==> src/rtl/sgl_pkg.sv <==
package sgl_pkg;
    typedef enum logic [2:0] {
        ST_IDLE  = 3'd0,
        ST_FLAG  = 3'd1,
        ST_FETCH = 3'd2,
        ST_WAIT  = 3'd3,
        ST_GO    = 3'd4
    } sgl_state_e;
endpackage

==> src/rtl/sgl_align_chk.sv <==
module sgl_align_chk #(
    parameter int AW     = 32,
    parameter int ALIGNB = 5
) (
    input  logic [AW-1:0] addr_i,
    output logic          ok_o
);
    assign ok_o = (addr_i[ALIGNB-1:0] == '0);
endmodule

==> src/rtl/sgl_start_mask.sv <==
module sgl_start_mask #(
    parameter int DW     = 32,
    parameter int ST_BIT = 0
) (
    input  logic [DW-1:0] word_i,
    input  logic          ctrl_i,
    output logic [DW-1:0] word_o,
    output logic          start_o
);
    always_comb begin
        word_o = word_i;
        if (ctrl_i) begin
            word_o[ST_BIT] = 1'b0;
        end
    end
    assign start_o = word_i[ST_BIT];
endmodule

==> src/rtl/sg_desc_loader.sv <==
module sg_desc_loader #(
    parameter int AW     = 32,
    parameter int DW     = 32,
    parameter int NWORDS = 8,
    parameter int ST_BIT = 0
) (
    input  logic                          clk,
    input  logic                          rst_n,
    input  logic                          major_done_i,
    input  logic                          sg_en_i,
    input  logic                          int_en_i,
    input  logic [AW-1:0]                 next_desc_i,
    output logic                          mem_rd_o,
    output logic [AW-1:0]                 mem_addr_o,
    input  logic [DW-1:0]                 mem_rdata_i,
    input  logic                          mem_rvalid_i,
    output logic                          desc_we_o,
    output logic [$clog2(NWORDS)-1:0]     desc_idx_o,
    output logic [DW-1:0]                 desc_wdata_o,
    output logic                          busy_o,
    output logic                          fin_o,
    output logic                          irq_o,
    output logic                          err_o,
    output logic                          go_o,
    output logic                          load_done_o
);
    import sgl_pkg::*;

    localparam int IW     = $clog2(NWORDS);
    localparam int BSH    = $clog2(DW / 8);
    localparam int ALIGNB = $clog2(NWORDS * DW / 8);
    localparam logic [IW-1:0] LAST = IW'(NWORDS - 1);

    typedef struct packed {
        sgl_state_e     st;
        logic [IW-1:0]  idx;
        logic [AW-1:0]  base;
        logic           fin;
        logic           irq;
        logic           err;
        logic           we;
        logic [IW-1:0]  widx;
        logic [DW-1:0]  wdata;
        logic           start;
        logic           go;
        logic           ldone;
    } sgl_regs_t;

    sgl_regs_t r_d, r_q;

    logic          addr_ok;
    logic          is_ctrl;
    logic [DW-1:0] word_masked;
    logic          word_start;

    sgl_align_chk #(.AW(AW), .ALIGNB(ALIGNB)) u_align (
        .addr_i (next_desc_i),
        .ok_o   (addr_ok)
    );

    assign is_ctrl = (r_q.idx == LAST);

    sgl_start_mask #(.DW(DW), .ST_BIT(ST_BIT)) u_mask (
        .word_i  (mem_rdata_i),
        .ctrl_i  (is_ctrl),
        .word_o  (word_masked),
        .start_o (word_start)
    );

    always_comb begin
        r_d       = r_q;
        r_d.fin   = 1'b0;
        r_d.irq   = 1'b0;
        r_d.we    = 1'b0;
        r_d.go    = 1'b0;
        r_d.ldone = 1'b0;
        unique case (r_q.st)
            ST_IDLE: begin
                if (major_done_i) begin
                    r_d.fin = 1'b1;
                    r_d.irq = int_en_i;
                    r_d.err = 1'b0;
                    if (sg_en_i) begin
                        if (addr_ok) begin
                            r_d.st   = ST_FLAG;
                            r_d.base = next_desc_i;
                            r_d.idx  = '0;
                        end else begin
                            r_d.err = 1'b1;
                        end
                    end
                end
            end
            ST_FLAG:  r_d.st = ST_FETCH;
            ST_FETCH: r_d.st = ST_WAIT;
            ST_WAIT: begin
                if (mem_rvalid_i) begin
                    r_d.we    = 1'b1;
                    r_d.widx  = r_q.idx;
                    r_d.wdata = word_masked;
                    if (is_ctrl) begin
                        r_d.start = word_start;
                        r_d.st    = ST_GO;
                    end else begin
                        r_d.idx = r_q.idx + 1'b1;
                        r_d.st  = ST_FETCH;
                    end
                end
            end
            ST_GO: begin
                r_d.go    = r_q.start;
                r_d.ldone = 1'b1;
                r_d.st    = ST_IDLE;
            end
            default: r_d.st = ST_IDLE;
        endcase
    end

    always_ff @(posedge clk or negedge rst_n) begin
        if (!rst_n) begin
            r_q       <= '0;
            r_q.st    <= ST_IDLE;
        end else begin
            r_q <= r_d;
        end
    end

    assign mem_rd_o     = (r_q.st == ST_FETCH);
    assign mem_addr_o   = r_q.base + (AW'(r_q.idx) << BSH);
    assign desc_we_o    = r_q.we;
    assign desc_idx_o   = r_q.widx;
    assign desc_wdata_o = r_q.wdata;
    assign busy_o       = (r_q.st != ST_IDLE);
    assign fin_o        = r_q.fin;
    assign irq_o        = r_q.irq;
    assign err_o        = r_q.err;
    assign go_o         = r_q.go;
    assign load_done_o  = r_q.ldone;
endmodule

==> config.mk <==
export PLATFORM = sky130hd
export DESIGN_NAME = sg_desc_loader
export DESIGN_NICKNAME = d
export VERILOG_FILES = /design/src/rtl/sgl_pkg.sv /design/src/rtl/sgl_align_chk.sv /design/src/rtl/sgl_start_mask.sv /design/src/rtl/sg_desc_loader.sv
export SDC_FILE = /design/constraint.sdc
export NUM_CORES = 1
export LEC_CHECK = 0
export ABC_AREA = 0
export BUFFER_PORTS_ARGS = -buffer_cell sky130_fd_sc_hd__buf_2
export CAP_MARGIN = 20
export CORE_MARGIN = 3
export CORE_UTILIZATION = 51
export CTS_BUF_LIST = sky130_fd_sc_hd__clkbuf_4
export DETAILED_ROUTE_END_ITERATION = 6
export MAX_ROUTING_LAYER = met4
export PLACE_DENSITY_LB_ADDON = 0.25
export SLEW_MARGIN = 20
export SYNTH_ARGS = -nofsm -noshare
export SYNTH_HDL_FRONTEND = slang
export SYNTH_SLANG_ARGS = --single-unit
==> constraint.sdc <==
create_clock -name clk -period 2.6 [get_ports clk]
set_clock_uncertainty 0.15 [all_clocks]
set_input_delay 0.39 -clock clk [delete_from_list [all_inputs] [get_ports clk]]
set_output_delay 0.39 -clock clk [all_outputs]
set_load 0.005 [all_outputs]
==> impl_metrics.csv <==
group,metric,value,unit
critical_path,crit_fanout,7,
synth,synth-seq-cells,80,
critical_path,crit_type,"register to output port",
routing,drtAntennaViolNets,0,
synth,syn_nets,520,
synth,yosys_most_used_dff,"dfrtp_1",
pwr,power_frac_clock,0.188,
critical_path,worstSetupEndpointType,"output port",
die,die_h,94.61,um
global_routing,grt_max_degree,41,
synth,yosysMostFrequentCell,"nand2_1",
sta,fin_crit_sh,1.108,
die,fp.dieArea,8950,um^2
status,violations,"setup timing",
finish,finalNetCount,696,
hold_path,holdPathStages,3,
sta,relSlewSlack,0.6681,
job,max_cap_violations,0,
synth,yosys-top-cells-area,"dfrtp_1 50%, nand2_1 17%, buf_4 6.9%",
synth,post_synth.cell_area_avg,9.018,um^2
hold_path,worstHoldStart,"next_desc_i[25]",
routing,drt_iter0_markers,96,
die,die_w,94.61,um
hold_path,hold-path-endpoint,"r_q[67]$_DFFE_PN0P_",
critical_path,critPathSlowestCell,"dfrtp_1",
critical_path,cp.arrival,2.34,ns
hold_path,min-delay-path-class,"input port to register",
synth,synth_common_cells,"183 x nand2_1, 80 x dfrtp_1, 37 x buf_4",
sta,clock.fmax,347.2,MHz
clocking,cts_tree,"yes",
synth,ys.warnings.count,0,
critical_path,r2r-start,"r_q[77]$_DFFE_PN0P_",
placed_design,hpwl,6.348,mm
routing,drc,0,
sta,slew_violations,0,
routing,routedWlPerCell,13.24,um
pwr,leakagePower,0.003079,uW
clocking,cts_buffers,9,
critical_path,crit_required,2.06,ns
pwr,intPower,2305,uW
routing,vias_per_cell,4.800,
critical_path,path_buf_inv,3,
critical_path,cp_top_family,"adder cells",
placed_design,dp.cells,647,
clocking,htreeDepth,3,
die,boundaryPins,145,
routing,wirelength,9.585,mm
placed_design,place.gp.congestion,0.8556,
global_routing,grt_pass1_vias,3397,
sta,rsz0062_at_grt,"yes",
critical_path,ff2ff_path_depth,4,
sta,worstMarginPinSlew,0.4978,ns
finish,num_antenna_cells,0,
synth,synth.top_cell.area_share,0.5000,
global_routing,antenna_found_initial,0,
pwr,power_per_cell_area,634.4,nW/um^2
synth,yosysUniqueCellTypes,46,
finish,syn2layout_area_growth,37.03,%
critical_path,rrSetupSlack,0.48,ns
global_routing,grt_overflow,0,
clocking,cts_buffer_depth,2,
clocking,cts-root-buf,"clkbuf_4",
finish,drive_gt1_frac,0.3424,
pwr,pwr-share-comb,0.319,
die,coreArea,7447,um^2
synth,postSynthCellCount,444,
critical_path,critPathMaxStageDelay,0.42,ns
status,status,"complete, but fails checks",
routing,dr_total_vias,3475,
sta,finalSetupViolations,24,
synth,synth_edf_count,0,
pwr,swShare,0.3379,
pwr,pwr-share-seq,0.493,
clocking,clock_sinks,80,
sta,finalWorstSetupSlack,-0.2806,ns
placed_design,place_ws,0.01611,ns
clocking,clk_latency,0.42,ns
pwr,ir_worst_vdd,271.2,uV
synth,yosysSeqAreaShare,0.5000,
die,initial_core_util,0.5376,
critical_path,r2r-end,"r_q[64]$_DFFE_PN0P_",
pwr,p_switching,1176,uW
global_routing,grt_pass1_wl,15.60,mm
die,num_rows,31,
sta,finalHoldViolations,0,
clocking,cts.clk_slew.worst_paths,0.13,ns
sta,layout_min_cycle_time,2.881,ns
synth,yosysTopAreaCell,"dfrtp_1",
placed_design,port_buffers,144,
critical_path,start_kind,"register",
synth,synth_area,4004,um^2
synth,async_flop_share,1.000,
finish,fin_cells,724,
routing,firstDrtPassIters,4,
critical_path,crit_chain,"ha_4 > inv_2 > fa_2 > nor2b_4 > o211ai_1 > buf_6 > nor4_4 > xor2_1 > buf_2",
global_routing,track_usage,0.2301,
## timing repair
item	in CTS	in global routing
gates cloned	0	0
buffers inserted	5	3
setup endpoints to repair	25	26
hold buffers	53	0
gates resized for setup	13	15
pin swaps	7	8
hold endpoints to repair	90	0
## worst reg2reg max path, stage by stage (launching register included)
cell     delay (ns)
dfrtp_1        0.50
nor4b_4        0.42
and4_1         0.44
buf_4          0.36
o21ai_0        0.15
## flip-flops by register name, indices dropped and copies added (netlist names)
| signal | cells |
|---|---|
| go_o | 1 |
| desc_wdata_o | 32 |
| err_o | 1 |
| r_q | 39 |
| irq_o | 1 |
| desc_we_o | 1 |
| load_done_o | 1 |
| fin_o | 1 |
| desc_idx_o | 3 |
## through the flow
step / hold WS, ns / TNS (ns) / utilization / power [uW] / instance area (um^2)
after floorplan: -0.05559 / 0 / - / 2550 / 4004
after global placement: 0.2427 / 0 / 0.6200 / 2714 / 4617
after detailed placement: 0.2482 / 0 / 0.6200 / 2748 / 4617
after CTS: 0.0006581 / -4.755 / 0.7204 / 3467 / 5365
after global routing: 0.0009798 / -6.350 / 0.7367 / 3763 / 5487
final: 0.02221 / -3.234 / 0.7367 / 3481 / 5487
## worst max-delay path by stage
stage / start / endpoint / slack, ns / cells past startpoint
finish: r_q[74]$_DFFE_PN0P_ / mem_addr_o[30] / -0.28 / 9
global route: r_q[74]$_DFFE_PN0P_ / mem_addr_o[30] / -0.39 / 9
CTS: r_q[74]$_DFFE_PN0P_ / mem_addr_o[24] / -0.29 / 9
detailed placement: r_q[74]$_DFFE_PN0P_ / mem_addr_o[14] / 0.02 / 9
global placement: r_q[74]$_DFFE_PN0P_ / mem_addr_o[14] / 0.13 / 9
floorplan: r_q[74]$_DFFE_PN0P_ / mem_addr_o[14] / 0.25 / 7
## power by group through the flow
stage	registers, uW	logic, uW	clock network (uW)
2_1_floorplan	1710	841	0
3_3_place_gp	1720	994	0
3_5_place_dp	1740	1010	0
4_1_cts	1710	1090	673
5_1_grt	1760	1270	735
6_report	1720	1110	654
## placed cells by master (no fill, tap or decap), types with 6 or more instances in the layout
cell type and instances:
nand2_1 182, buf_2 143, dfrtp_1 80, dlygate4sd3_1 53, buf_4 21, xnor2_1 13, xor2_1 12, clkbuf_4 10
nand3_1 7, inv_1 7, nor2_1 7, and2_1 7, nor3_2 6, o21ai_0 6
## area by class of cell
class                           instances  area, um^2
Sequential cell                        80        2002
Fill cell                             548        1961
Multi-Input combinational cell        299        1757
Timing Repair Buffer                  220        1446
Tap cell                               99       123.9
Clock buffer                           10       75.07
Clock inverter                          6       45.04
Inverter                               10       37.54
## cell families (layout without fill, tap and decap cells)
family / count (synthesis) / count (layout) / synth area share
buffers and inverters: 65 / 246 / 0.09906
AOI/OAI and AO/OA: 16 / 16 / 0.02656
DFF: 80 / 80 / 0.5000
xor gates and xnor gates: 28 / 28 / 0.06313
and+or+nand+nor: 244 / 244 / 0.2769
muxes: 5 / 5 / 0.01375
adders and majority gates: 6 / 6 / 0.02063
## layer usage
metal	track usage	wire length (um)	vias to the layer above
li1	-	-	1739
met1	0.2738	4031	1609
met2	0.3899	4800	115
met3	0.05100	643	12
met4	0.07212	109	0
met5	-	0	-
Power figures use the tool's default switching activity.
